$ cat config.mk
export PLATFORM = sky130hd
export DESIGN_NAME = stage_watchdog
export DESIGN_NICKNAME = d
export VERILOG_FILES = /design/src/rtl/wdog_pkg.sv /design/src/rtl/us_prescaler.sv /design/src/rtl/reload_timer.sv /design/src/rtl/stage_core.sv /design/src/rtl/stage_watchdog.sv
export SDC_FILE = /design/constraint.sdc
export NUM_CORES = 1
export LEC_CHECK = 0
export BUFFER_PORTS_ARGS = -buffer_cell sky130_fd_sc_hd__buf_4
export CORE_ASPECT_RATIO = 0.7
export CORE_MARGIN = 8
export CORE_UTILIZATION = 64
export CTS_BUF_LIST = sky130_fd_sc_hd__clkbuf_16
export CTS_CLUSTER_DIAMETER = 80
export DETAILED_ROUTE_END_ITERATION = 16
export GPL_ROUTABILITY_DRIVEN = 0
export GPL_TIMING_DRIVEN = 0
export PLACE_DENSITY = 0.87
export SLEW_MARGIN = 15
export SYNTH_ARGS = -nofsm -noshare
export SYNTH_HDL_FRONTEND = slang
export SYNTH_HIERARCHICAL = 1
export SYNTH_SLANG_ARGS = --single-unit
$ cat constraint.sdc
create_clock -name clk -period 6.03 [get_ports clk]
set_clock_uncertainty 0.15 [all_clocks]
set_input_delay 0.9045 -clock clk [delete_from_list [all_inputs] [get_ports clk]]
set_output_delay 0.9045 -clock clk [all_outputs]
set_load 0.02 [all_outputs]
$ cat src/rtl/wdog_pkg.sv
package wdog_pkg;
  localparam int ADDR_W   = 5;
  localparam int DATA_W   = 32;
  localparam int PERIOD_W = 8;
  localparam int EXPCNT_W = 2;
  localparam int RELOAD_W = 30;
  localparam int SEL_W    = 4;

  localparam logic [ADDR_W-1:0] A_SETUP  = 5'h00;
  localparam logic [ADDR_W-1:0] A_STATUS = 5'h04;
  localparam logic [ADDR_W-1:0] A_CMD    = 5'h08;
  localparam logic [ADDR_W-1:0] A_KEY    = 5'h0C;
  localparam logic [ADDR_W-1:0] A_TIMER  = 5'h10;

  localparam logic [DATA_W-1:0] UNLOCK_KEY = 32'h0000_C45A;

  localparam int B_PERIOD_LO = 4;
  localparam int B_IRQ_EN    = 12;
  localparam int B_RST_EN    = 15;
  localparam int B_EXP_LO    = 12;
  localparam int B_GO        = 0;
  localparam int B_HALT      = 1;
  localparam int B_TMR_EN    = 31;
  localparam int B_TMR_REP   = 30;
endpackage

$ cat src/rtl/us_prescaler.sv
module us_prescaler #(
  parameter int DIV = 250
) (
  input  logic clk,
  input  logic rst_n,
  output logic us_tick
);
  generate
    if (DIV > 1) begin : g_div
      localparam int CW = $clog2(DIV);
      logic [CW-1:0] cnt;
      assign us_tick = (cnt == CW'(DIV - 1));
      always_ff @(posedge clk or negedge rst_n) begin
        if (!rst_n)       cnt <= '0;
        else if (us_tick) cnt <= '0;
        else              cnt <= cnt + 1'b1;
      end
      p_tick_gap_r12: assert property (@(posedge clk) disable iff (!rst_n)
        us_tick |=> !us_tick);
    end else begin : g_pass
      assign us_tick = 1'b1;
    end
  endgenerate
endmodule

$ cat src/rtl/reload_timer.sv
module reload_timer
  import wdog_pkg::*;
(
  input  logic              clk,
  input  logic              rst_n,
  input  logic              us_tick,
  input  logic              wr,
  input  logic [DATA_W-1:0] wdata,
  output logic              wd_tick,
  output logic [DATA_W-1:0] rd_val
);
  logic                en, rep;
  logic [RELOAD_W-1:0] rel, cnt;
  logic                step;

  assign step    = en && us_tick && (rel != '0);
  assign wd_tick = step && (cnt <= RELOAD_W'(1));
  assign rd_val  = {en, rep, rel};

  always_ff @(posedge clk or negedge rst_n) begin
    if (!rst_n) begin
      en  <= 1'b0;
      rep <= 1'b0;
      rel <= '0;
      cnt <= '0;
    end else if (wr) begin
      en  <= wdata[B_TMR_EN];
      rep <= wdata[B_TMR_REP];
      rel <= wdata[RELOAD_W-1:0];
      cnt <= wdata[RELOAD_W-1:0];
    end else if (step) begin
      if (cnt <= RELOAD_W'(1)) begin
        cnt <= rel;
        if (!rep) en <= 1'b0;
      end else begin
        cnt <= cnt - 1'b1;
      end
    end
  end

  p_oneshot_off_r3: assert property (@(posedge clk) disable iff (!rst_n)
    (wd_tick && !rep && !wr) |=> !en);
endmodule

$ cat src/rtl/stage_core.sv
module stage_core
  import wdog_pkg::*;
(
  input  logic                clk,
  input  logic                rst_n,
  input  logic                wd_tick,
  input  logic                go,
  input  logic                halt,
  input  logic [PERIOD_W-1:0] period,
  input  logic                irq_en,
  input  logic                rst_en,
  output logic [PERIOD_W-1:0] countdown,
  output logic [EXPCNT_W-1:0] exp_cnt,
  output logic                irq,
  output logic                rst_req
);
  localparam logic [EXPCNT_W-1:0] LAST_EXP = '1;

  logic                running;
  logic [PERIOD_W-1:0] eff_period;
  logic                expire;

  assign eff_period = (period == '0) ? PERIOD_W'(1) : period;
  assign expire     = running && !halt && !go && wd_tick
                      && (countdown <= PERIOD_W'(1));

  always_ff @(posedge clk or negedge rst_n) begin
    if (!rst_n) begin
      running   <= 1'b0;
      countdown <= '0;
      exp_cnt   <= '0;
      irq       <= 1'b0;
    end else if (halt) begin
      running <= 1'b0;
      irq     <= 1'b0;
    end else if (go) begin
      running   <= 1'b1;
      countdown <= eff_period;
      exp_cnt   <= '0;
      irq       <= 1'b0;
    end else if (running && wd_tick) begin
      if (expire) begin
        countdown <= eff_period;
        exp_cnt   <= exp_cnt + 1'b1;
        if (exp_cnt == '0 && irq_en) irq <= 1'b1;
      end else begin
        countdown <= countdown - 1'b1;
      end
    end
  end

  always_ff @(posedge clk or negedge rst_n) begin
    if (!rst_n)                                   rst_req <= 1'b0;
    else if (expire && exp_cnt == LAST_EXP && rst_en) rst_req <= 1'b1;
  end

  p_rst_sticky_r7: assert property (@(posedge clk) disable iff (!rst_n)
    rst_req |=> rst_req);
  p_irq_first_r6: assert property (@(posedge clk) disable iff (!rst_n)
    $rose(irq) |-> (exp_cnt == EXPCNT_W'(1)));
  p_cd_nonzero_r10: assert property (@(posedge clk) disable iff (!rst_n)
    running |-> (countdown != '0));
  p_frozen_r8: assert property (@(posedge clk) disable iff (!rst_n)
    (!running && !go) |=> ($stable(countdown) && $stable(exp_cnt)));
endmodule

$ cat src/rtl/stage_watchdog.sv
module stage_watchdog
  import wdog_pkg::*;
#(
  parameter int US_DIV = 250
) (
  input  logic              clk,
  input  logic              rst_n,
  input  logic              reg_wr,
  input  logic [ADDR_W-1:0] reg_addr,
  input  logic [DATA_W-1:0] reg_wdata,
  output logic [DATA_W-1:0] reg_rdata,
  output logic              irq,
  output logic              sys_rst_req
);
  logic [PERIOD_W-1:0] period;
  logic                irq_en, rst_en;
  logic [SEL_W-1:0]    tmr_sel;
  logic                key_armed;
  logic                us_tick, wd_tick;
  logic [DATA_W-1:0]   tmr_rd;
  logic [PERIOD_W-1:0] countdown;
  logic [EXPCNT_W-1:0] exp_cnt;
  logic                cmd_wr, go, halt;

  assign cmd_wr = reg_wr && (reg_addr == A_CMD);
  assign go     = cmd_wr && reg_wdata[B_GO];
  assign halt   = cmd_wr && reg_wdata[B_HALT] && key_armed;

  always_ff @(posedge clk or negedge rst_n) begin
    if (!rst_n) begin
      period  <= '0;
      irq_en  <= 1'b0;
      rst_en  <= 1'b0;
      tmr_sel <= '0;
    end else if (reg_wr && reg_addr == A_SETUP) begin
      period  <= reg_wdata[B_PERIOD_LO +: PERIOD_W];
      irq_en  <= reg_wdata[B_IRQ_EN];
      rst_en  <= reg_wdata[B_RST_EN];
      tmr_sel <= reg_wdata[SEL_W-1:0];
    end
  end

  always_ff @(posedge clk or negedge rst_n) begin
    if (!rst_n)                             key_armed <= 1'b0;
    else if (reg_wr && reg_addr == A_KEY)   key_armed <= (reg_wdata == UNLOCK_KEY);
    else if (cmd_wr)                        key_armed <= 1'b0;
  end

  us_prescaler #(.DIV(US_DIV)) i_presc (
    .clk(clk), .rst_n(rst_n), .us_tick(us_tick)
  );

  reload_timer i_timer (
    .clk(clk), .rst_n(rst_n), .us_tick(us_tick),
    .wr(reg_wr && reg_addr == A_TIMER), .wdata(reg_wdata),
    .wd_tick(wd_tick), .rd_val(tmr_rd)
  );

  stage_core i_core (
    .clk(clk), .rst_n(rst_n), .wd_tick(wd_tick), .go(go), .halt(halt),
    .period(period), .irq_en(irq_en), .rst_en(rst_en),
    .countdown(countdown), .exp_cnt(exp_cnt), .irq(irq), .rst_req(sys_rst_req)
  );

  always_comb begin
    reg_rdata = '0;
    case (reg_addr)
      A_SETUP: begin
        reg_rdata[B_PERIOD_LO +: PERIOD_W] = period;
        reg_rdata[B_IRQ_EN]                = irq_en;
        reg_rdata[B_RST_EN]                = rst_en;
        reg_rdata[SEL_W-1:0]               = tmr_sel;
      end
      A_STATUS: begin
        reg_rdata[B_PERIOD_LO +: PERIOD_W] = countdown;
        reg_rdata[B_EXP_LO +: EXPCNT_W]    = exp_cnt;
      end
      A_TIMER: reg_rdata = tmr_rd;
      default: reg_rdata = '0;
    endcase
  end

  p_key_used_r9: assert property (@(posedge clk) disable iff (!rst_n)
    cmd_wr |=> !key_armed);
endmodule

==> out/qor.yml <==
min_path:
  hp-class: "reg2reg"
  hold_end: "i_core/rst_req"
  hold_start: "i_core/rst_req"
  holdPathStages: 1
power_and_ir_drop:
  power_leakage_uw: 0.00308
  p_per_area_nw_per_um2: 249
  ir_worst_vdd_uv: 224
finish:
  syn_to_final_growth_pct: 16.3
  drive_gt1_share_pct: 23.5
  area.sequential_um2: 2450
  final_common_cell: "dfrtp_1"
  mostFrequentLayoutCells: "dfrtp_1 (98), buf_4 (75), o21ai_0 (45)"
  antenna_cells: 0
  multiInputGateArea_um2: 3270
  fin_nets: 766
  finalInstanceArea_um2: 7050
  fill_cells: 634
routing:
  wire_per_inst_um: 23.1
  routed_via_density: 7.02
  dr.pass1.iters: 6
  drc: 0
  totalWireLength_um: 19500
  initialDrtViolationCount: 1137
  antenna_left: 0
  vias: 5947
timing:
  max_freq_ghz: 0.239
  setup_viol: 0
  rsz0062_at_grt: "false"
  relSlewSlack_pct: 28.6
  finalCritPeriodShare_pct: 69.2
  worstMarginPinSlew_ns: 1.06
  slew_violations: 0
  hold_viol: 0
  tns_ns: 0
  fin_crit_ns: 4.18
setup_path:
  r2r-end: "i_core/countdown[3]"
  critical_path_class: "reg2reg"
  reg2reg_from: "i_timer/cnt[18]"
  worstPathArrival_ns: 4.22
  critPathLaunch: "i_timer/cnt[18]"
  crit_chain: "or3_1, nor4_1, nand3_1, nor3_1, nand3b_1, o41ai_4, buf_6, mux2i_1, a22oi_1"
  rr_worst_depth: 9
  crit_required_ns: 6.07
  crit_family: "simple AND/OR/NAND/NOR gates"
  worstPathMaxFanout: 10
  worst-path-buf-inv: 1
  slowest_delay_ns: 0.69
  regToRegSetupSlack_ns: 1.85
  endpoint_kind: "register"
  crit_path_top_delay_cell: "nor4_1"
  worstSetupStartpointType: "register"
grt:
  grt_pass1_wl_um: 30900
  grt_usage_pct: 30.0
  first_global_vias: 5669
  antenna_found_initial: 0
  gr-total-overflow: 0
  grt_start_max_net_pins: 99
floorplanning:
  die_x_um: 132
  num_io_pins: 74
  die_y_um: 97.4
  initial_core_util_pct: 66.3
  rows: 29
  coreArea_um2: 9140
  dieArea_um2: 12900
synth:
  ys_seq_elements: 98
  avgSynthCellArea_um2: 9.56
  synth_edf_count: 0
  syn_inst: 634
  synthTopCellsByArea: "dfrtp_1 (40%), mux2_2 (4.8%), o21ai_0 (3.7%)"
  syn_area_um2: 6060
  synth_top_area_share_pct: 40.5
  seq_area_frac_synth_pct: 40.5
  async_reset_ff_share_pct: 100
  synth_nets: 682
  netlist-cell-type-count: 83
  ys.warnings.count: 6
  synth.largest_area_cell: "dfrtp_1"
  synth_top_flop_cell: "dfrtp_1"
placed_design:
  place_area_um2: 6770
  io_buffers: 73
  dp_hpwl_um: 14400
outcome:
  run_status: "complete, no violations"
clock_tree:
  cts_sinks: 98
  clk_path_buf_depth: 2
  cts_hold_buf: 0
  post_cts_buffers: 0
  clk_latency_ns: 0.35
  cts_repair_resize_count: 0
  htreeDepth: 3
  root_buffer: "clkbuf_16"
  cts_tree: "yes"
  clkTransAtPathRegs_ns: 0.07
  numCtsBuffers: 9
flow_run:
  drv_cap: 0
[power breakdown]
group / switching [µW] / internal, µW / total, µW
sequential: 126 / 754 / 880
clock: 266 / 284 / 550
combinational: 174 / 152 / 326
total: 566 / 1190 / 1760
[final cells by class]
type / instances / area share, %
buffer: 43 / 3.16
clock buffer: 9 / 3.19
clock inverter: 7 / 0.781
inverter: 30 / 1.60
multi-input combinational: 463 / 46.5
sequential: 98 / 34.8
tap: 124 / 2.20
timing repair buffer: 73 / 7.83
[worst max-delay path by stage]
stage / endpoint / slack (ns) / depth (start not counted)
final: i_core/countdown[3] / 1.85 / 9
after global routing: i_core/countdown[4] / 1.53 / 10
after CTS: i_core/countdown[3] / 1.98 / 9
after detailed placement: i_core/countdown[3] / 2.00 / 9
after global placement: i_timer/cnt[17] / 2.09 / 8
after floorplan: i_core/countdown[3] / 2.70 / 10
[sequential cells by signal, indices dropped and copies added (netlist names)]
register           cells
i_timer/rep            1
i_core/countdown       8
i_core/running         1
i_core/rst_req         1
tmr_sel                4
period                 8
key_armed              1
irq_en                 1
rst_en                 1
i_timer/rel           30
i_presc/g_div.cnt      8
i_timer/cnt           30
i_core/irq             1
i_core/exp_cnt         2
i_timer/en             1
[kinds of logic (layout without fill, tap and decap cells)]
| kind of cell | count (synthesis) | in the layout | share of synthesized area, % |
|---|---|---|---|
| multiplexers | 45 | 45 | 8.79 |
| AO/OA/AOI/OAI | 175 | 175 | 20.1 |
| adder cells (fa/ha/maj) | 8 | 8 | 1.65 |
| XOR/XNOR | 10 | 10 | 1.44 |
| AND/OR/NAND/NOR | 225 | 225 | 22.0 |
| flip-flops | 98 | 98 | 40.5 |
| buffers and inverters | 73 | 162 | 5.53 |
[through the flow]
step                total power (µW)  worst slack [ns]  hold slack [ns]  util [%]  instances
floorplan                       1050              2.70            0.323         -        634
detailed placement              1190              2.00            0.323      74.0        831
CTS                             1740              1.98            0.339      77.1        847
global route                    1820              1.53            0.351      77.1        847
finish                          1760              1.85            0.338      77.1        847
global placement                1170              2.09            0.313      74.0        831
[cell usage after synthesis, drive strengths merged, types with 10 or more instances]
cell	number
dfrtp	98
o21ai	46
nor2	39
mux2	36
nand2	35
and3	30
clkbuf	30
inv	30
a21oi	29
nor3	24
nor4	24
nand3	15
buf	13
or4	10
[per-layer routing]
layer | up-vias | wire, µm | GRT usage, %
met5 | - | 0 | 0
met4 | 0 | 405 | 9.57
met3 | 44 | 2850 | 11.4
met2 | 470 | 8310 | 42.7
met1 | 2854 | 7980 | 41.0
li1 | 2579 | - | -
No activity file was read; power rests on OpenSTA's default activity.
